## src/rtl/jseq_pkg.sv

```systemverilog
package jseq_pkg;
  localparam int unsigned ST_FETCH  = 0;
  localparam int unsigned ST_RD1    = 1;
  localparam int unsigned ST_RD2    = 2;
  localparam int unsigned ST_RD3    = 3;
  localparam int unsigned ST_DEC    = 4;
  localparam int unsigned ST_LDA    = 5;
  localparam int unsigned ST_LDB    = 6;
  localparam int unsigned ST_LDC    = 7;
  localparam int unsigned ST_STA    = 8;
  localparam int unsigned ST_STB    = 9;
  localparam int unsigned ST_ADA    = 10;
  localparam int unsigned ST_ADB    = 11;
  localparam int unsigned ST_ADC    = 12;
  localparam int unsigned ST_BRA    = 13;

  localparam int unsigned OP_STORE  = 1;

  // branch target for each opcode seen in the decode state
  function automatic int unsigned jump_entry(input int unsigned idx);
    case (idx)
      0:       return ST_LDA;
      1:       return ST_STA;
      2:       return ST_ADA;
      3:       return ST_BRA;
      default: return ST_FETCH;
    endcase
  endfunction
endpackage

```

## src/rtl/jseq_sync.sv

```systemverilog
module jseq_sync #(
  parameter int unsigned STAGES = 2,
  parameter bit          INIT   = 1'b0
) (
  input  logic clk,
  input  logic d,
  output logic q
);
  // power-up value lets the reset chain start asserted
  logic [STAGES-1:0] chain = {STAGES{INIT}};

  always_ff @(posedge clk) begin
    chain <= {chain[STAGES-2:0], d};
  end

  assign q = chain[STAGES-1];
endmodule

```

## src/rtl/jseq_jump_rom.sv

```systemverilog
module jseq_jump_rom
  import jseq_pkg::*;
#(
  parameter int unsigned OP_W    = 2,
  parameter int unsigned STATE_W = 4
) (
  input  logic [OP_W-1:0]    op,
  output logic [STATE_W-1:0] target
);
  localparam int unsigned DEPTH = 1 << OP_W;

  logic [STATE_W-1:0] table_q [DEPTH];

  for (genvar g = 0; g < DEPTH; g++) begin : g_entry
    assign table_q[g] = STATE_W'(jump_entry(g));
  end

  assign target = table_q[op];
endmodule

```

## src/rtl/jseq_ctrl.sv

```systemverilog
module jseq_ctrl
  import jseq_pkg::*;
#(
  parameter int unsigned STATE_W = 4
) (
  input  logic [STATE_W-1:0] state,
  input  logic               wait_s,
  input  logic               rst_s,
  output logic               clr,
  output logic               ld,
  output logic               cnt
);
  logic        clr_st, ld_st, cnt_st;
  int unsigned s_idx;

  always_comb begin
    s_idx  = int'(state);
    clr_st = 1'b0;
    ld_st  = 1'b0;
    cnt_st = 1'b0;
    case (s_idx)
      ST_FETCH, ST_LDA, ST_STA, ST_ADA: cnt_st = 1'b1;
      ST_RD1, ST_RD3:                   cnt_st = wait_s;
      ST_RD2, ST_LDB, ST_ADB:           cnt_st = ~wait_s;
      ST_DEC:                           ld_st  = 1'b1;
      ST_STB:                           clr_st = ~wait_s;
      ST_LDC, ST_ADC, ST_BRA:           clr_st = 1'b1;
      default:                          clr_st = 1'b1;  // unused codes recover
    endcase
  end

  // fixed precedence: clear, then load, then count
  assign clr = rst_s | clr_st;
  assign ld  = ld_st & ~clr;
  assign cnt = cnt_st & ~clr & ~ld;
endmodule

```

## src/rtl/jseq_counter.sv

```systemverilog
module jseq_counter #(
  parameter int unsigned STATE_W = 4
) (
  input  logic               clk,
  input  logic               clr,
  input  logic               ld,
  input  logic               cnt,
  input  logic [STATE_W-1:0] load_val,
  output logic [STATE_W-1:0] q
);
  always_ff @(posedge clk) begin
    if (clr)      q <= '0;
    else if (ld)  q <= load_val;
    else if (cnt) q <= q + 1'b1;
  end
endmodule

```

## src/rtl/jseq_decode.sv

```systemverilog
module jseq_decode
  import jseq_pkg::*;
#(
  parameter int unsigned STATE_W = 4,
  parameter int unsigned OP_W    = 2
) (
  input  logic [STATE_W-1:0]      state,
  input  logic [OP_W-1:0]         op,
  input  logic                    rst_s,
  output logic [(1<<STATE_W)-1:0] hot,
  output logic                    pc_clr,
  output logic                    pc_inc,
  output logic                    pc_to_mar,
  output logic                    ir_to_mar,
  output logic                    ac_to_mbr,
  output logic                    mem_req,
  output logic                    mem_write
);
  localparam int unsigned NUM_ST = 1 << STATE_W;

  for (genvar g = 0; g < NUM_ST; g++) begin : g_hot
    assign hot[g] = (state == STATE_W'(g));
  end

  assign pc_clr    = rst_s;
  assign pc_inc    = hot[ST_FETCH];
  assign pc_to_mar = hot[ST_FETCH];
  assign ir_to_mar = hot[ST_DEC];
  assign ac_to_mbr = hot[ST_DEC] & (op == OP_W'(OP_STORE));
  assign mem_req   = hot[ST_RD1] | hot[ST_RD2] | hot[ST_LDA] | hot[ST_LDB]
                   | hot[ST_STA] | hot[ST_STB] | hot[ST_ADB] | hot[ST_ADC];
  assign mem_write = hot[ST_STA] | hot[ST_STB];
endmodule

```

## src/rtl/jump_seq_ctrl.sv

```systemverilog
module jump_seq_ctrl #(
  parameter int unsigned STATE_W     = 4,
  parameter int unsigned OP_W        = 2,
  parameter int unsigned SYNC_STAGES = 2
) (
  input  logic                    clk,
  input  logic                    rst_in,
  input  logic                    wait_in,
  input  logic [OP_W-1:0]         opcode,
  output logic [STATE_W-1:0]      state_q,
  output logic [(1<<STATE_W)-1:0] state_hot,
  output logic                    ctl_clr,
  output logic                    ctl_ld,
  output logic                    ctl_cnt,
  output logic                    pc_clr,
  output logic                    pc_inc,
  output logic                    pc_to_mar,
  output logic                    ir_to_mar,
  output logic                    ac_to_mbr,
  output logic                    mem_req,
  output logic                    mem_write
);
  logic               rst_s;
  logic               wait_s;
  logic [STATE_W-1:0] jump_tgt;

  jseq_sync #(.STAGES(SYNC_STAGES), .INIT(1'b1)) i_rst_sync (
    .clk(clk), .d(rst_in), .q(rst_s)
  );

  jseq_sync #(.STAGES(SYNC_STAGES), .INIT(1'b0)) i_wait_sync (
    .clk(clk), .d(wait_in), .q(wait_s)
  );

  jseq_jump_rom #(.OP_W(OP_W), .STATE_W(STATE_W)) i_rom (
    .op(opcode), .target(jump_tgt)
  );

  jseq_ctrl #(.STATE_W(STATE_W)) i_ctrl (
    .state(state_q), .wait_s(wait_s), .rst_s(rst_s),
    .clr(ctl_clr), .ld(ctl_ld), .cnt(ctl_cnt)
  );

  jseq_counter #(.STATE_W(STATE_W)) i_cnt (
    .clk(clk), .clr(ctl_clr), .ld(ctl_ld), .cnt(ctl_cnt),
    .load_val(jump_tgt), .q(state_q)
  );

  jseq_decode #(.STATE_W(STATE_W), .OP_W(OP_W)) i_dec (
    .state(state_q), .op(opcode), .rst_s(rst_s), .hot(state_hot),
    .pc_clr(pc_clr), .pc_inc(pc_inc), .pc_to_mar(pc_to_mar),
    .ir_to_mar(ir_to_mar), .ac_to_mbr(ac_to_mbr),
    .mem_req(mem_req), .mem_write(mem_write)
  );
endmodule

```

## config.mk

```make
export PLATFORM = sky130hd
export DESIGN_NAME = jump_seq_ctrl
export DESIGN_NICKNAME = d
export VERILOG_FILES = /design/src/rtl/jseq_pkg.sv /design/src/rtl/jseq_sync.sv /design/src/rtl/jseq_jump_rom.sv /design/src/rtl/jseq_ctrl.sv /design/src/rtl/jseq_counter.sv /design/src/rtl/jseq_decode.sv /design/src/rtl/jump_seq_ctrl.sv
export SDC_FILE = /design/constraint.sdc
export NUM_CORES = 1
export LEC_CHECK = 0
export BUFFER_PORTS_ARGS = -buffer_cell sky130_fd_sc_hd__buf_2
export CAP_MARGIN = 20
export CORE_ASPECT_RATIO = 1.75
export CORE_MARGIN = 8
export CORE_UTILIZATION = 25
export CTS_CLUSTER_DIAMETER = 30
export DETAILED_ROUTE_END_ITERATION = 16
export GPL_ROUTABILITY_DRIVEN = 0
export GPL_TIMING_DRIVEN = 0
export PLACE_DENSITY_LB_ADDON = 0.1
export SYNTH_ARGS = -nofsm -noshare
export SYNTH_HDL_FRONTEND = slang
export SYNTH_SLANG_ARGS = --single-unit
```

## constraint.sdc

```tcl
create_clock -name clk -period 1.7 [get_ports clk]
set_input_delay 0.17 -clock clk [delete_from_list [all_inputs] [get_ports clk]]
set_output_delay 0.17 -clock clk [all_outputs]
set_load 0.05 [all_outputs]
```

Word level (Yosys, flattened, before mapping). Cells that the tools add are included.

Add/sub/neg operators: 1. Magnitude comparators: 1. Equality and inequality tests: 16. Multiplexer cells: 8. Bitwise logic cells: 17. Reductions and logical operators: 6.

Operators with widths (number): $eq 4x4->1 const B (8); $eq 4x3->1 const B (4); $mux 4 (4); $reduce_or 10->1 (1); $or 1x1->1 (9); $bmux 4 s2 (1); $eq 4x2->1 const B (2); $add 4x1->4 const B (1); $and 1x1->1 (4); $eq 4x1->1 const B (1); $logic_not 4->1 (1); $reduce_or 4->1 (1); $ge 3x3->1 const B (1); $not 1->1 (3); $not 2->3 (1); $pmux 1 s3 (1); $reduce_or 3->1 (1); $eq 2x1->1 const B (1); $pmux 1 s2 (1); $reduce_bool 2->1 (1); $reduce_or 2->1 (1); $mux 1 (1).

Register bits: 8. Input bits: 5. Output and inout port bits: 30. Word-level logic and storage cells: 52.

Depth between registers and ports, before layout.
Depth in word-level cells: 10. Mapped depth: 7. Depth with buffers taken out: 7.

By module. From an unflattened synthesis, not the netlist that was laid out.

Cell total of the unflattened synthesis: 83. Area, all modules: 641.9 um^2.

Modules (own cells, without submodules): jseq_decode (times used 1, cells an instance 36, area an instance 210.2 um^2, seq. area each 0.0 um^2); jseq_counter (times used 1, cells an instance 22, area an instance 205.2 um^2, seq. area each 80.1 um^2); jseq_ctrl (times used 1, cells an instance 14, area an instance 98.8 um^2, seq. area each 0.0 um^2); jseq_sync (times used 2, cells an instance 2, area an instance 40.0 um^2, seq. area each 40.0 um^2); jseq_jump_rom (times used 1, cells an instance 7, area an instance 47.5 um^2, seq. area each 0.0 um^2).

Least setup slack after synthesis. No wires, ideal clock.

Kind: register -> output. Start point: reg i_cnt.q[1]. End point: out ctl_cnt. Arrival time: 3.115 ns. Data required time: 1.530 ns. Path slack: -1.585 ns. Cell stages (with the launch flop): 7. Buffers on the path: 1. Cells stage by stage: dfxtp_1 -> inv_1 -> ha_1 -> buf_6 -> a31oi_1 -> nand2_1 -> nor3b_1.

Cells in the longest elaborated chain, start to end: 8. Elaborated cells between the ends (all ways): 24. Those cells by class: eq/ne (10); mux (3); bitwise (6); reduce/logical (5).

RTL lines: from (decl) (line jseq_counter.sv:9) `output logic [STATE_W-1:0] q`; from (signal assigned) (line jseq_counter.sv:13) `else if (ld) q <= load_val;`; from (signal assigned) (line jseq_counter.sv:14) `else if (cnt) q <= q + 1'b1;`; $eq 4x2->1 (tied with other cells) (line jseq_ctrl.sv:21) `case (s_idx)`; $reduce_or 10->1 (no line); $pmux 1 s2 (*) (line jseq_ctrl.sv:21); $or 1x1->1 (*) (line jseq_ctrl.sv:33) `assign clr = rst_s | clr_st;`; net ctl_clr (line jump_seq_ctrl.sv:12) `output logic ctl_clr,`; $not 1->1 (*) (line jseq_ctrl.sv:34, jseq_ctrl.sv:35); $and 1x1->1 (line jseq_ctrl.sv:34) `assign ld = ld_st & ~clr;`; $not 1->1 (line jseq_ctrl.sv:35) `assign cnt = cnt_st & ~clr & ~ld;`; $and 1x1->1 (*) (line jseq_ctrl.sv:35); to (decl) (line jump_seq_ctrl.sv:14) `output logic ctl_cnt,`.

Mark *: on every way through the listed nets, which the timed path passes. The rest lies on a longest branch.

Worst setup path in the final report.
Start point: reg i_cnt.q[1]. End point: out ctl_cnt.

Cells in the longest elaborated chain, start to end: 8. Elaborated cells between the ends (all ways): 24. Those cells by class: eq/ne (10); mux (3); bitwise (6); reduce/logical (5).

RTL lines (line): $eq 4x2->1 (tied with other cells) (jseq_ctrl.sv:21); $reduce_or 10->1 (no line); $pmux 1 s2 (jseq_ctrl.sv:21); $or 1x1->1 (jseq_ctrl.sv:33); $not 1->1 (jseq_ctrl.sv:34, jseq_ctrl.sv:35); $and 1x1->1 (jseq_ctrl.sv:34); $not 1->1 (jseq_ctrl.sv:35); $and 1x1->1 (*) (jseq_ctrl.sv:35).

Mark *: on every way between the ends. The rest lies on a longest branch, timed or not.

==> results by group <==
Outcome
  • Status: complete, but fails checks
  • Violated checks: negative setup slack

STA
  • Worst relative slew slack: 0.804
  • Final worst slack: -0.326 ns
  • Hold Fails Final Rpt: 0
  • Peak Freq: 0.493 GHz
  • Slew @ Worst Pin: 0.293 ns
  • Final min period: 2.03 ns
  • RSZ-0062 raised after global routing: yes
  • Worst clock skew: 0.0112 ns
  • Final period util: 1.19
  • Setup Viol. Count Final: 8
  • Slew Limit Fails: 0

Clock tree
  • CTS tree: yes
  • Clk slew on worst S/H paths: 0.05 ns
  • Worst skew pair latency: 0.23 ns
  • Clock sink count: 8
  • Root Buffer: clkbuf_8
  • CTS max path bufs: 2
  • Total CTS buffers: 3
  • CTS H-Tree Depth: 1

Final layout
  • # fillers: 284
  • Layout Nets: 153
  • Sequential Area: 173 µm²
  • Most frequent cells in the layout: buf_2 (25), buf_4 (13), buf_6 (8), and2_1 (6)
  • Synth-to-Final Area Change: 86.6%
  • Multi-input gate area: 611 µm²
  • Share of layout cells above drive strength 1: 0.664
  • Commonest non-fill, non-tap cell in the layout: buf_2
  • ANT cells: 0

Floorplan
  • Core ar.: 2690 µm²
  • Top Ports: 35
  • Die Y: 85.9 µm
  • Die W: 55.9 µm
  • Starting Density: 0.260
  • Die area: 4810 µm²
  • Row count: 25

Pwr
  • Pleak: 0.631 nW
  • Pwr/cell area: 1950 nW/µm²
  • Final total power: 2.54 mW
  • Peak VDD IR: 0.00101 V

Yosys
  • Synth area leaders: dfxtp_1 (23%), ha_1 (13%), and2_1 (8.1%)
  • Syn Nets: 100
  • Post-synthesis cell type count: 33
  • Synth top area share: 0.229
  • Synthesized area: 698 µm²
  • Post-Synthesis Cells: 88
  • YS warnings: 0
  • Post-synth top area cell: dfxtp_1
  • Yosys reg bits: 8
  • Avg Cell Area, Syn: 7.93 µm²
  • Seq/Total Area, Yosys: 0.229

Detailed routing
  • Vias/cell: 4.71
  • DRC violations left: 0
  • First DRT Iteration DRCs: 12
  • Wirelength per Cell: 13.7 µm
  • Total wire length: 2300 µm
  • ANT nets after route: 0
  • Via Count: 786
  • 1st-pass router iterations: 4

Critical path
  • Worst-path fanout max: 8
  • Critical path class: flip-flop to output pin
  • CP peak stage delay: 0.36 ns
  • Critical-path top delay cell: dfxtp_4
  • Critical path required time: 1.53 ns
  • Setup crit start kind: flip-flop
  • CP bufs+invs: 2
  • Critical path endpoint category: output pin
  • CP top delay family: simple AND/OR/NAND/NOR gates
  • Worst Path Arrival: 1.86 ns
  • Crit-path cells: buf_4 > ha_4 > a211o_1 > o311a_4 > or2_4 > nor3b_4 > buf_6

Place
  • Worst slack at placement: -0.400 ns
  • Hpwl dp: 1670 µm
  • IO buf count: 34

Global routing
  • Total gr overflow: 0
  • Vias in the first global route: 794
  • First-pass GRT wire length: 3760 µm
  • Largest net degree at the start of global routing: 11
  • Initial antenna violation count: 0
  • Gr usage total: 0.0926

Run
  • Max Cap Violations: 0

Hold path
  • Hold/Removal Path Class: input port to flip-flop
-- per-layer routing --
metal  vias up  share of wire  GRT usage
met5         -              0          0
met4         0          0.023     0.0462
met3         4           0.10     0.0459
met2        31           0.51      0.164
met1       346           0.37     0.0851
li1        405              -          -
-- registers in the layout (all words and copies together), names as in the netlist --
register,flops
i_wait_sync.chain,2
i_rst_sync.chain,2
i_cnt.q,4
-- timing repair --
item                       CTS  global route
gates resized for setup     23            22
setup endpoints to repair   15            15
buffers inserted             6            10
hold buffers                 0             0
pin swaps                    3             8
-- final timing paths --
check                                           from              endpoint  slack [ns]  cells past startpoint
worst max-delay path                      i_cnt.q[1]               ctl_cnt       -0.33                      7
worst min-delay path                          rst_in   i_rst_sync.chain[0]        0.04                      1
worst max register to register            i_cnt.q[1]            i_cnt.q[1]       -0.19                      7
worst min register to register  i_wait_sync.chain[0]  i_wait_sync.chain[1]        0.32                      0
-- layout make-up --
cell class | instances | share of cell area
inverter | 7 | 0.0269
timing repair buffer | 49 | 0.284
clock buffer | 4 | 0.0346
buffer | 5 | 0.0269
sequential | 8 | 0.133
multi-input combinational | 67 | 0.469
tap | 27 | 0.0259
-- per-stage QoR --
step / cells / hold WS, ns / area [µm²] / TNS, ns / util
final: 167 / 0.0356 / 1300 / -1.25 / 0.484
after global routing: 167 / 0.0311 / 1300 / -1.86 / 0.484
after CTS: 159 / 0.0322 / 1140 / -1.08 / 0.424
after detailed placement: 149 / 0.274 / 980 / -1.57 / 0.364
after global placement: 149 / 0.274 / 980 / -1.64 / 0.364
after floorplan: 88 / 0.198 / 776 / -1.66 / -
-- power breakdown --
part	total (mW)	switching, mW	internal (mW)	leakage, nW
Combinational	2.00	1.15	0.847	0.539
Sequential	0.296	0.0615	0.234	0.0690
Clock	0.240	0.0773	0.163	0.0228
-- kinds of logic after synthesis --
| logic type | after synthesis | synth area share |
|---|---|---|
| adder cells (fa/ha/maj) | 7 | 0.125 |
| buffers and inverters | 13 | 0.0968 |
| multiplexers | 1 | 0.0143 |
| flip-flops | 8 | 0.229 |
| AO/OA/AOI/OAI | 16 | 0.183 |
| AND/OR/NAND/NOR | 43 | 0.351 |
-- Yosys cell counts (all sizes together) --
| cell type | count |
|---|---|
| a311oi | 1 |
| nand4 | 1 |
| o211ai | 2 |
| nor3b | 1 |
| a31oi | 2 |
| buf | 4 |
| inv | 7 |
| nor2 | 9 |
| mux2i | 1 |
| or4 | 1 |
| o2111ai | 1 |
| o21ai | 2 |
| nor2b | 2 |
| nand3b | 2 |
| nand3 | 1 |
| ha | 7 |
| a21oi | 4 |
| nor3 | 1 |
| or3 | 1 |
| dfxtp | 8 |
| and2 | 12 |
| and3 | 4 |
| or2 | 2 |
| nand2 | 4 |
| a211o | 1 |
| o311a | 1 |
| clkbuf | 2 |
| a21o | 2 |
| nand2b | 2 |
Note: power is estimated with default switching activity, not from simulation.
